[src/rtl/ebc_pkg.sv]
`timescale 1ns/1ps
// Package ebc_pkg
// Shared types and helpers for the external bus controller.
// Assumes: nothing beyond IEEE 1800-2017.
package ebc_pkg;

    // Bus state of the cycle sequencer.
    typedef enum logic [2:0] {
        ST_IDLE,
        ST_T1,
        ST_T2,
        ST_TW,
        ST_T3
    } bus_state_e;

    // True when the boot mode selects an all-ones width reset value.
    function automatic logic narrow_reset_all(input logic [1:0] mode);
        return (mode == 2'b01) || (mode == 2'b10);
    endfunction

endpackage

[src/rtl/ebc_cfg_regs.sv]
`timescale 1ns/1ps
// Module ebc_cfg_regs
// Holds the per-area width and timing registers and provides readback.
// Assumes: boot_mode is stable while rst_n is low; one register per write.
module ebc_cfg_regs
    import ebc_pkg::*;
#(
    parameter int NUM_AREAS = 8
) (
    input  logic                 clk,
    input  logic                 rst_n,
    input  logic [1:0]           boot_mode,
    input  logic                 cfg_we,
    input  logic                 cfg_sel,
    input  logic [NUM_AREAS-1:0] cfg_wdata,
    output logic [NUM_AREAS-1:0] cfg_rdata,
    output logic [NUM_AREAS-1:0] width_q,
    output logic [NUM_AREAS-1:0] timing_q
);

    // Register update: mode-dependent reset for width, all-ones for timing.
    always_ff @(posedge clk) begin
        if (!rst_n) begin
            width_q  <= narrow_reset_all(boot_mode) ? '1 : '0;
            timing_q <= '1;
        end else if (cfg_we) begin
            if (cfg_sel) timing_q <= cfg_wdata;
            else         width_q  <= cfg_wdata;
        end
    end

    // Readback multiplexer.
    always_comb begin
        cfg_rdata = cfg_sel ? timing_q : width_q;
    end

endmodule

[src/rtl/ebc_area_decode.sv]
`timescale 1ns/1ps
// Module ebc_area_decode
// Turns the area field of an address into a one-hot hit vector and picks
// that area's width and timing bits.
// Assumes: NUM_AREAS equals 2**AREA_BITS.
module ebc_area_decode #(
    parameter int AREA_BITS = 3,
    parameter int NUM_AREAS = 8
) (
    input  logic [AREA_BITS-1:0] area,
    input  logic [NUM_AREAS-1:0] width_cfg,
    input  logic [NUM_AREAS-1:0] timing_cfg,
    output logic                 area_narrow,
    output logic                 area_slow
);

    logic [NUM_AREAS-1:0] hit;

    // One comparator per area.
    for (genvar g = 0; g < NUM_AREAS; g++) begin : g_hit
        assign hit[g] = (area == AREA_BITS'(g));
    end

    // AND-OR select of the configuration bits for the hit area.
    always_comb begin
        area_narrow = |(hit & width_cfg);
        area_slow   = |(hit & timing_cfg);
    end

endmodule

[src/rtl/ebc_data_steer.sv]
`timescale 1ns/1ps
// Module ebc_data_steer
// Chooses data lanes and lane strobes for the current byte cycle and picks
// the read byte from the right lane.
// Assumes: byte write data sits in wdata[BYTE_W-1:0]; split words send the
// high byte first.
module ebc_data_steer #(
    parameter int DATA_W = 16
) (
    input  logic                  narrow,
    input  logic                  is_word,
    input  logic                  second,
    input  logic                  addr_lsb,
    input  logic [DATA_W-1:0]     wdata,
    input  logic [DATA_W-1:0]     din,
    output logic [DATA_W-1:0]     dout,
    output logic                  hi_lane,
    output logic                  lo_lane,
    output logic [DATA_W/2-1:0]   rbyte
);

    localparam int BYTE_W = DATA_W / 2;

    // Lane selection for writes and reads.
    always_comb begin
        dout    = '0;
        hi_lane = 1'b0;
        lo_lane = 1'b0;
        rbyte   = din[DATA_W-1:BYTE_W];
        if (narrow) begin
            hi_lane = 1'b1;
            if (is_word && !second) dout[DATA_W-1:BYTE_W] = wdata[DATA_W-1:BYTE_W];
            else                    dout[DATA_W-1:BYTE_W] = wdata[BYTE_W-1:0];
        end else if (is_word) begin
            dout    = wdata;
            hi_lane = 1'b1;
            lo_lane = 1'b1;
        end else if (addr_lsb) begin
            lo_lane            = 1'b1;
            dout[BYTE_W-1:0]   = wdata[BYTE_W-1:0];
            rbyte              = din[BYTE_W-1:0];
        end else begin
            hi_lane               = 1'b1;
            dout[DATA_W-1:BYTE_W] = wdata[BYTE_W-1:0];
        end
    end

endmodule

[src/rtl/ebc_sequencer.sv]
`timescale 1ns/1ps
// Module ebc_sequencer
// Accepts one request at a time, latches the area settings, steps the bus
// states (T1, T2, optional waits, T3), splits words for 8-bit areas and
// assembles the response.
// Assumes: area_narrow/area_slow already decoded from req_addr.
module ebc_sequencer
    import ebc_pkg::*;
#(
    parameter int ADDR_W = 24,
    parameter int DATA_W = 16
) (
    input  logic                clk,
    input  logic                rst_n,
    input  logic                req_valid,
    input  logic                req_write,
    input  logic                req_word,
    input  logic [ADDR_W-1:0]   req_addr,
    input  logic [DATA_W-1:0]   req_wdata,
    input  logic                area_narrow,
    input  logic                area_slow,
    input  logic                ext_wait,
    input  logic [DATA_W-1:0]   ext_din,
    input  logic [DATA_W/2-1:0] rbyte,
    output logic                req_ready,
    output logic                rsp_done,
    output logic [DATA_W-1:0]   rsp_rdata,
    output logic                busy,
    output logic                wr_phase,
    output logic                in_wait,
    output logic [ADDR_W-1:0]   cyc_addr,
    output logic                cyc_write,
    output logic                cyc_word,
    output logic                cyc_narrow,
    output logic                cyc_slow,
    output logic                cyc_second,
    output logic [DATA_W-1:0]   cyc_wdata
);

    localparam int BYTE_W = DATA_W / 2;

    bus_state_e        state_q;
    logic [ADDR_W-1:0] base_q;
    logic [BYTE_W-1:0] first_q;
    logic              final_st;
    logic              split;

    // Last state of a byte cycle, and whether the request needs two cycles.
    always_comb begin
        final_st = ((state_q == ST_T2) && !cyc_slow) || (state_q == ST_T3);
        split    = cyc_word && cyc_narrow;
    end

    // State machine, request latch and response register.
    always_ff @(posedge clk) begin
        if (!rst_n) begin
            state_q    <= ST_IDLE;
            base_q     <= '0;
            first_q    <= '0;
            cyc_write  <= 1'b0;
            cyc_word   <= 1'b0;
            cyc_narrow <= 1'b0;
            cyc_slow   <= 1'b0;
            cyc_second <= 1'b0;
            cyc_wdata  <= '0;
            rsp_done   <= 1'b0;
            rsp_rdata  <= '0;
        end else begin
            rsp_done <= 1'b0;
            unique case (state_q)
                ST_IDLE: begin
                    if (req_valid) begin
                        state_q    <= ST_T1;
                        cyc_write  <= req_write;
                        cyc_word   <= req_word;
                        cyc_narrow <= area_narrow;
                        cyc_slow   <= area_slow;
                        cyc_second <= 1'b0;
                        cyc_wdata  <= req_wdata;
                        base_q     <= req_word ? {req_addr[ADDR_W-1:1], 1'b0} : req_addr;
                    end
                end
                ST_T1: state_q <= ST_T2;
                ST_T2: begin
                    if (cyc_slow) state_q <= ext_wait ? ST_TW : ST_T3;
                end
                ST_TW: begin
                    if (!ext_wait) state_q <= ST_T3;
                end
                ST_T3: state_q <= ST_T3;
                default: state_q <= ST_IDLE;
            endcase
            if (final_st) begin
                if (split && !cyc_second) begin
                    cyc_second <= 1'b1;
                    first_q    <= rbyte;
                    state_q    <= ST_T1;
                end else begin
                    state_q  <= ST_IDLE;
                    rsp_done <= 1'b1;
                    if (!cyc_word)      rsp_rdata <= {{BYTE_W{1'b0}}, rbyte};
                    else if (cyc_narrow) rsp_rdata <= {first_q, rbyte};
                    else                 rsp_rdata <= ext_din;
                end
            end
        end
    end

    // Status and address of the current byte cycle.
    always_comb begin
        req_ready = (state_q == ST_IDLE);
        busy      = !req_ready;
        wr_phase  = busy && (state_q != ST_T1);
        in_wait   = (state_q == ST_TW);
        cyc_addr  = {base_q[ADDR_W-1:1], base_q[0] | cyc_second};
    end

endmodule

[src/rtl/ext_bus_ctrl.sv]
`timescale 1ns/1ps
// Module ext_bus_ctrl
// Top of the area-configurable external bus controller: configuration
// registers, area decode, cycle sequencer and lane steering.
// Assumes: requests are held until req_ready; ext_din is valid by the end of
// each final bus state.
module ext_bus_ctrl #(
    parameter int ADDR_W    = 24,
    parameter int DATA_W    = 16,
    parameter int AREA_BITS = 3
) (
    input  logic                    clk,
    input  logic                    rst_n,
    input  logic [1:0]              boot_mode,
    input  logic                    cfg_we,
    input  logic                    cfg_sel,
    input  logic [2**AREA_BITS-1:0] cfg_wdata,
    output logic [2**AREA_BITS-1:0] cfg_rdata,
    input  logic                    req_valid,
    input  logic                    req_write,
    input  logic                    req_word,
    input  logic [ADDR_W-1:0]       req_addr,
    input  logic [DATA_W-1:0]       req_wdata,
    output logic                    req_ready,
    output logic                    rsp_done,
    output logic [DATA_W-1:0]       rsp_rdata,
    output logic [ADDR_W-1:0]       ext_addr,
    output logic                    ext_rd_n,
    output logic                    ext_hwr_n,
    output logic                    ext_lwr_n,
    output logic                    ext_doe,
    output logic [DATA_W-1:0]       ext_dout,
    input  logic [DATA_W-1:0]       ext_din,
    input  logic                    ext_wait
);

    localparam int NUM_AREAS = 2 ** AREA_BITS;
    localparam int BYTE_W    = DATA_W / 2;

    logic [NUM_AREAS-1:0] width_q;
    logic [NUM_AREAS-1:0] timing_q;
    logic                 area_narrow;
    logic                 area_slow;
    logic                 busy;
    logic                 wr_phase;
    logic                 in_wait;
    logic [ADDR_W-1:0]    cyc_addr;
    logic                 cyc_write;
    logic                 cyc_word;
    logic                 cyc_narrow;
    logic                 cyc_slow;
    logic                 cyc_second;
    logic [DATA_W-1:0]    cyc_wdata;
    logic [DATA_W-1:0]    steer_dout;
    logic                 hi_lane;
    logic                 lo_lane;
    logic [BYTE_W-1:0]    rbyte;

    ebc_cfg_regs #(.NUM_AREAS(NUM_AREAS)) u_regs (
        .clk       (clk),
        .rst_n     (rst_n),
        .boot_mode (boot_mode),
        .cfg_we    (cfg_we),
        .cfg_sel   (cfg_sel),
        .cfg_wdata (cfg_wdata),
        .cfg_rdata (cfg_rdata),
        .width_q   (width_q),
        .timing_q  (timing_q)
    );

    ebc_area_decode #(.AREA_BITS(AREA_BITS), .NUM_AREAS(NUM_AREAS)) u_decode (
        .area        (req_addr[ADDR_W-1 -: AREA_BITS]),
        .width_cfg   (width_q),
        .timing_cfg  (timing_q),
        .area_narrow (area_narrow),
        .area_slow   (area_slow)
    );

    ebc_sequencer #(.ADDR_W(ADDR_W), .DATA_W(DATA_W)) u_seq (
        .clk         (clk),
        .rst_n       (rst_n),
        .req_valid   (req_valid),
        .req_write   (req_write),
        .req_word    (req_word),
        .req_addr    (req_addr),
        .req_wdata   (req_wdata),
        .area_narrow (area_narrow),
        .area_slow   (area_slow),
        .ext_wait    (ext_wait),
        .ext_din     (ext_din),
        .rbyte       (rbyte),
        .req_ready   (req_ready),
        .rsp_done    (rsp_done),
        .rsp_rdata   (rsp_rdata),
        .busy        (busy),
        .wr_phase    (wr_phase),
        .in_wait     (in_wait),
        .cyc_addr    (cyc_addr),
        .cyc_write   (cyc_write),
        .cyc_word    (cyc_word),
        .cyc_narrow  (cyc_narrow),
        .cyc_slow    (cyc_slow),
        .cyc_second  (cyc_second),
        .cyc_wdata   (cyc_wdata)
    );

    ebc_data_steer #(.DATA_W(DATA_W)) u_steer (
        .narrow   (cyc_narrow),
        .is_word  (cyc_word),
        .second   (cyc_second),
        .addr_lsb (cyc_addr[0]),
        .wdata    (cyc_wdata),
        .din      (ext_din),
        .dout     (steer_dout),
        .hi_lane  (hi_lane),
        .lo_lane  (lo_lane),
        .rbyte    (rbyte)
    );

    // External pin drive derived from sequencer state and lane choice.
    always_comb begin
        ext_addr  = busy ? cyc_addr : '0;
        ext_rd_n  = !(busy && !cyc_write);
        ext_hwr_n = !(cyc_write && wr_phase && hi_lane);
        ext_lwr_n = !(cyc_write && wr_phase && lo_lane);
        ext_doe   = busy && cyc_write;
        ext_dout  = ext_doe ? steer_dout : '0;
    end

endmodule

[config.mk]
export PLATFORM = sky130hd
export DESIGN_NAME = ext_bus_ctrl
export DESIGN_NICKNAME = d
export VERILOG_FILES = /design/src/rtl/ebc_pkg.sv /design/src/rtl/ebc_cfg_regs.sv /design/src/rtl/ebc_area_decode.sv /design/src/rtl/ebc_data_steer.sv /design/src/rtl/ebc_sequencer.sv /design/src/rtl/ext_bus_ctrl.sv
export SDC_FILE = /design/constraint.sdc
export NUM_CORES = 1
export LEC_CHECK = 0
export CAP_MARGIN = 10
export CORE_ASPECT_RATIO = 1.25
export CORE_UTILIZATION = 40
export DETAILED_ROUTE_END_ITERATION = 8
export PLACE_DENSITY = 0.73
export SETUP_SLACK_MARGIN = 0.5
export SYNTH_ARGS = -nofsm -noshare
export SYNTH_HDL_FRONTEND = slang
export SYNTH_SLANG_ARGS = --single-unit
export TNS_END_PERCENT = 50
[constraint.sdc]
create_clock -name clk -period 3.97 [get_ports clk]
set_input_delay 0.794 -clock clk [delete_from_list [all_inputs] [get_ports clk]]
set_output_delay 0.794 -clock clk [all_outputs]
set_load 0.02 [all_outputs]
==> flow_summary.yaml, run 1 <==
run_status:
  status: "finished, final reports clean"
clock_network:
  clock-root-buffer: "clkbuf_16"
  cts_setup_buffers: 0
  clkLatencyLatePin_ns: 0.34
  cts_buffers: 9
  cts_max_level: 3
  cts_buffer_depth: 2
  cts_tree: "yes"
  clk_pin_slew_worst_paths_ns: 0.06
  clock-sinks: 89
die:
  fp.dieH_microns: 115
  start_util_pct: 41.8
  num_io_pins: 144
  core_area_sq_um: 9760
  die_w_microns: 92.3
  dieArea_sq_um: 10600
  rows: 40
logic_synthesis:
  synth_edf_count: 8
  syn_inst: 483
  yosysWarnings: 0
  syn-cell-area_sq_um: 4080
  synth.distinct_cells: 44
  synth-async-reset-ratio_pct: 0
  yosysTopAreaCellShare_pct: 39.7
  synthFlopType: "dfxtp_1"
  ys_seq_area_share_pct: 45.6
  synth_area_leaders: "dfxtp_1, nand2_1, a21oi_1"
  synth_area_leader_cell: "dfxtp_1"
  avgSynthCellArea_sq_um: 8.45
  ys_ff_latch: 89
  yosysMostFrequentCell: "nand2_1"
  yosys-top-cells-count: "nand2_1, dfxtp_1, a21oi_1, nor2_1"
  syn-num-nets: 557
placed_design:
  dpl_worst_slack_ns: 0.706
  place.gp.congestion: 0.820
  place_inst: 724
  hpwl_mm: 7.79
  place_area_sq_um: 5560
  io_buffers: 143
global_routing:
  antenna_found_initial: 0
  grt_pass1_vias: 3689
  gr-total-overflow: 0
  grt_max_degree: 46
  grt_pass1_wl_mm: 17.4
  grt_use_total_pct: 20.7
timing:
  max-slew-margin-rel_pct: 56.1
  drv_slew: 0
  clock.fmax_mhz: 300
  fin_setup_tns_ns: 0
  finalCriticalPeriod_ns: 3.33
  final_hold_viol_count: 0
  finalSetupViolations: 0
  grt_setup_unrepaired: "true"
  worstMarginPinSlew_ns: 0.658
  finClkSkew_ns: 0.00610
  fin_crit_sh_pct: 83.8
  setup_ws_ns: 0.642
routing:
  drt-total-wl_mm: 10.7
  wl_per_cell_microns: 14.5
  dr.pass1.iters: 4
  vias: 3789
  postRouteAntennaNets: 0
  drc: 0
  first_iter_violations: 138
  viasPerCell: 5.12
power_and_ir_drop:
  vdd_ir_drop_max_uv: 204
  pwr-share-clk_pct: 34.7
  p_int_uw: 1770
  power_frac_comb_pct: 22.5
  swShare_pct: 27.5
  p_switching_uw: 670
  p_per_area_nw_per_um2: 415
  pwr-share-seq_pct: 42.8
  leakage_uw: 0.00212
cells_and_area:
  fin_util_pct: 60.2
  area_growth_pct: 43.9
  nets: 683
  design_area_sq_um: 5870
  fillCellCount: 887
  n_antenna_cell: 0
  layout-drive-gt1-share_pct: 8.31
  finalNonFillerCells: 740
critical_path:
  startpoint_type: "flop"
  worstPathMaxFanout: 10
  path_class: "reg -> out"
  endpoint_kind: "primary output"
  required_ns: 3.18
  crit_arrival_ns: 2.53
worst_hold_path:
  hp-class: "reg -> reg"
flow_run:
  max-cap-violations: 0
[flip-flops by register name (all words and copies together) (netlist names)]
name,flops
u_seq.state_q,3
u_seq.cyc_wdata,16
u_seq.cyc_word,1
u_seq.first_q,8
u_seq.cyc_slow,1
u_seq.rsp_done,1
u_regs.width_q,8
u_seq.rsp_rdata,16
u_seq.base_q,24
u_regs.timing_q,8
u_seq.cyc_write,1
u_seq.cyc_second,1
u_seq.cyc_narrow,1
[timing repair]
action                                 4_1_cts  5_1_grt
setup endpoints to repair                    8       16
pin swaps                                    0        0
gates resized for setup                      1        2
endpoints found under the hold margin        0        0
hold buffers                                 0        0
[power by group through the flow]
| stage | Combinational (uW) | Sequential (uW) | Clock [uW] |
|---|---|---|---|
| 6_report | 549 | 1040 | 846 |
| 5_1_grt | 599 | 1050 | 904 |
| 4_1_cts | 552 | 1040 | 865 |
| 3_5_place_dp | 548 | 1060 | 0 |
| 3_3_place_gp | 537 | 1060 | 0 |
| 2_1_floorplan | 332 | 1050 | 0 |
[worst max-delay path: stages, from the launching register on]
cell	delay (ns)
dfxtp_1	0.50
nor3_2	0.09
nand2b_1	0.34
nor3_2	0.47
and2_1	0.19
clkdlybuf4s50_1	0.60
[metrics by stage]
| stage | total power [uW] | hold WS (ns) |
|---|---|---|
| floorplan | 1380 | 0.432 |
| global placement | 1600 | 0.437 |
| detailed placement | 1610 | 0.443 |
| CTS | 2460 | 0.451 |
| global route | 2560 | 0.470 |
| finish | 2440 | 0.449 |
[final cells by class]
type | instances | area (sq um) | share of cell area [%]
Tap cell | 126 | 158 | 2.69
Clock inverter | 3 | 40.0 | 0.682
Sequential cell | 89 | 1860 | 31.7
Timing Repair Buffer | 151 | 1490 | 25.4
Clock buffer | 13 | 260 | 4.43
Multi-Input combinational cell | 343 | 2000 | 34.1
Inverter | 15 | 56.3 | 0.959
[per-layer routing]
metal | GRT usage, % | vias to the layer above | wire, microns
li1 | - | 1891 | -
met1 | 23.9 | 1749 | 4470
met2 | 36.7 | 122 | 5380
met3 | 3.44 | 27 | 536
met4 | 10.8 | 0 | 348
met5 | 0 | - | 0
[cell families after synthesis]
group / share of synthesized area, %
buffers and inverters: 5.76
multiplexers: 10.6
AO/OA/AOI/OAI: 16.7
XOR/XNOR: 0.215
AND/OR/NAND/NOR: 21.1
flip-flops: 45.6
[layout by cell type, fill, tap and decap left out, drive strengths merged, types with 2 or more instances in the layout]
cell type      instances
o21ai                 10
nor3                   6
mux2                  16
nand3                  8
buf                    8
clkbuf                13
a21boi                 2
a21oi                 69
a22oi                  8
nor4                   2
nor3b                  2
nand3b                 2
nor2b                 23
o211ai                 8
clkinv                 2
edfxtp                 8
inv                   15
nand2b                 3
dfxtp                 81
mux2i                 23
nor2                  26
clkdlybuf4s50        143
a211oi                 9
nand2                104
and2                   9
[worst paths after layout]
| check | endpoint | cells after the start | from | slack [ns] |
|---|---|---|---|---|
| worst max-delay path | ext_dout[3] | 5 | u_seq.state_q[1] | 0.64 |
| worst min-delay path | u_seq.base_q[19] | 2 | u_seq.base_q[19] | 0.45 |
| worst max register to register | u_seq.cyc_slow | 5 | u_seq.state_q[1] | 1.84 |
| worst min register to register | u_seq.base_q[19] | 2 | u_seq.base_q[19] | 0.45 |
No activity file was read; power rests on OpenSTA's default activity.
==> run 2, diff against run 1 <==
- clock period: 3.97 -> 3.15 ns (I/O delays scaled with it)
==> run 2 against run 1 <==
Effect of this change:
- hold slack lost 0.00096 ns
- power up 24%
- largest cell class unchanged
- critical path depth shrank 2
- combinational power grew 29%
- clock power is 21% higher
- wire length down 0.92%
- setup slack worse by 0.13 ns
- final cell count up 0.81%
- via count unchanged
- non-clock buffer count increased by 6
- cell area grew 0.60%
- core utilization is 0.36 points higher
==> flow_summary.yaml, run 2 (synthesized netlist as in run 1, its figures left out) <==
run_status:
  status: "finished, final reports clean"
clock_network:
  cts_buffer_depth: 2
  clkLatencyLatePin_ns: 0.34
  clk_pin_slew_worst_paths_ns: 0.06
  clock-sinks: 89
  cts_max_level: 3
  cts_setup_buffers: 0
  cts_tree: "yes"
  clock-root-buffer: "clkbuf_16"
  cts_buffers: 9
routing:
  first_iter_violations: 149
  vias: 3789
  drt-total-wl_mm: 10.6
  postRouteAntennaNets: 0
  wl_per_cell_microns: 14.3
  drc: 0
  viasPerCell: 5.08
  dr.pass1.iters: 4
power_and_ir_drop:
  p_int_uw: 2190
  vdd_ir_drop_max_uv: 291
  p_per_area_nw_per_um2: 513
  pwr-share-clk_pct: 33.6
  p_total_uw: 3030
  pwr-share-seq_pct: 43.1
  power_frac_comb_pct: 23.3
  leakage_uw: 0.00234
  p_switching_uw: 839
  swShare_pct: 27.7
cells_and_area:
  reg_top3: "u_seq.base_q (24), u_seq.cyc_wdata (16), u_seq.rsp_rdata (16)"
  n_antenna_cell: 0
  nets: 689
  fillCellCount: 893
  final_common_cell: "clkdlybuf4s50_1"
  regMostFlops: "u_seq.base_q"
  area_growth_pct: 44.7
  design_area_sq_um: 5910
  largest_register_ffs: 24
  layout_common_cells: "clkdlybuf4s50_1, nand2_1, dfxtp_1, a21oi_1, nor2_1"
  finalNonFillerCells: 746
  layout-drive-gt1-share_pct: 9.03
critical_path:
  crit_arrival_ns: 2.01
  r2r_cells: 4
  path_class: "in -> out"
  required_ns: 2.52
  worstPathMaxFanout: 10
  endpoint_kind: "primary output"
  startpoint_type: "primary input"
die:
  fp.dieH_microns: 115
  core_area_sq_um: 9760
  die_w_microns: 92.3
  start_util_pct: 41.8
  dieArea_sq_um: 10600
  num_io_pins: 144
  rows: 40
timing:
  max-slew-margin-rel_pct: 26.3
  fin_crit_sh_pct: 83.7
  finalCriticalPeriod_ns: 2.64
  clock.fmax_mhz: 379
  grt_setup_unrepaired: "true"
  finalSetupViolations: 0
  drv_slew: 0
  fin_setup_tns_ns: 0
  worstMarginPinSlew_ns: 1.09
  final_hold_viol_count: 0
  finClkSkew_ns: 0.00512
flow_run:
  max-cap-violations: 0
global_routing:
  gr-total-overflow: 0
  grt_pass1_wl_mm: 17.2
  grt_pass1_vias: 3615
  antenna_found_initial: 0
  grt_max_degree: 45
  grt_use_total_pct: 20.4
placed_design:
  place.gp.congestion: 0.794
  place_inst: 730
  hpwl_mm: 7.77
  place_area_sq_um: 5600
  io_buffers: 143
worst_hold_path:
  hp-class: "reg -> reg"
  hold_path_depth: 2
==> run 2: cell types whose count changed in the layout (fill, tap and decap cells not counted), sizes merged, moves of 6 or more <==
cell,previous run,this run
dlygate4sd2,0,6
buf,8,14
dlymetal6s2s,0,10
clkdlybuf4s50,143,126
==> run 2: metrics by stage <==
stage                     setup WS (ns)  hold slack, ns  util (%)
after CTS                         0.436           0.452      60.2
after floorplan                    1.06           0.432         -
after global routing              0.406           0.465      60.5
after detailed placement          0.205           0.444      57.4
final                             0.514           0.448      60.5
after global placement            0.240           0.438      57.4
==> run 2: per-layer routing <==
layer  wire length, microns  GRT usage, %  up-vias
met4                    304          10.2        0
met3                    456          3.17       20
met5                      0             0        -
met2                   5250          35.3      115
met1                   4630          24.7     1746
li1                       -             -     1908
==> run 2: final cells by class <==
type	instances	area (sq um)	area share, %
Clock inverter	4	43.8	0.742
Multi-Input combinational cell	343	1990	33.7
Clock buffer	12	236	4.00
Sequential cell	89	1870	31.7
Inverter	15	56.3	0.953
Timing Repair Buffer	157	1550	26.3
Tap cell	126	158	2.67
==> run 2: power by group through the flow <==
stage               logic (uW)  clock network, uW  registers, uW
floorplan                  418                  0           1320
global placement           698                  0           1330
detailed placement         710                  0           1330
CTS                        713               1040           1310
global route               771               1090           1320
finish                     707               1020           1310
==> run 2: worst paths after layout <==
kind | from | endpoint | slack (ns)
max | cfg_sel | cfg_rdata[4] | 0.51
min | u_seq.base_q[21] | u_seq.base_q[21] | 0.45
max reg2reg | u_seq.state_q[0] | u_seq.rsp_rdata[11] | 1.32
min reg2reg | u_seq.base_q[21] | u_seq.base_q[21] | 0.45
==> run 2: repair_timing <==
action | in CTS | in global routing
resized for setup | 12 | 11
setup endpoints to repair | 28 | 21
pin swaps | 0 | 0
cloned | 0 | 0
hold buffers | 0 | 0
==> run 2: critical path, stage by stage <==
cell             delay [ns]
clkdlybuf4s15_1        0.44
mux2_2                 0.39
clkdlybuf4s50_1        0.54
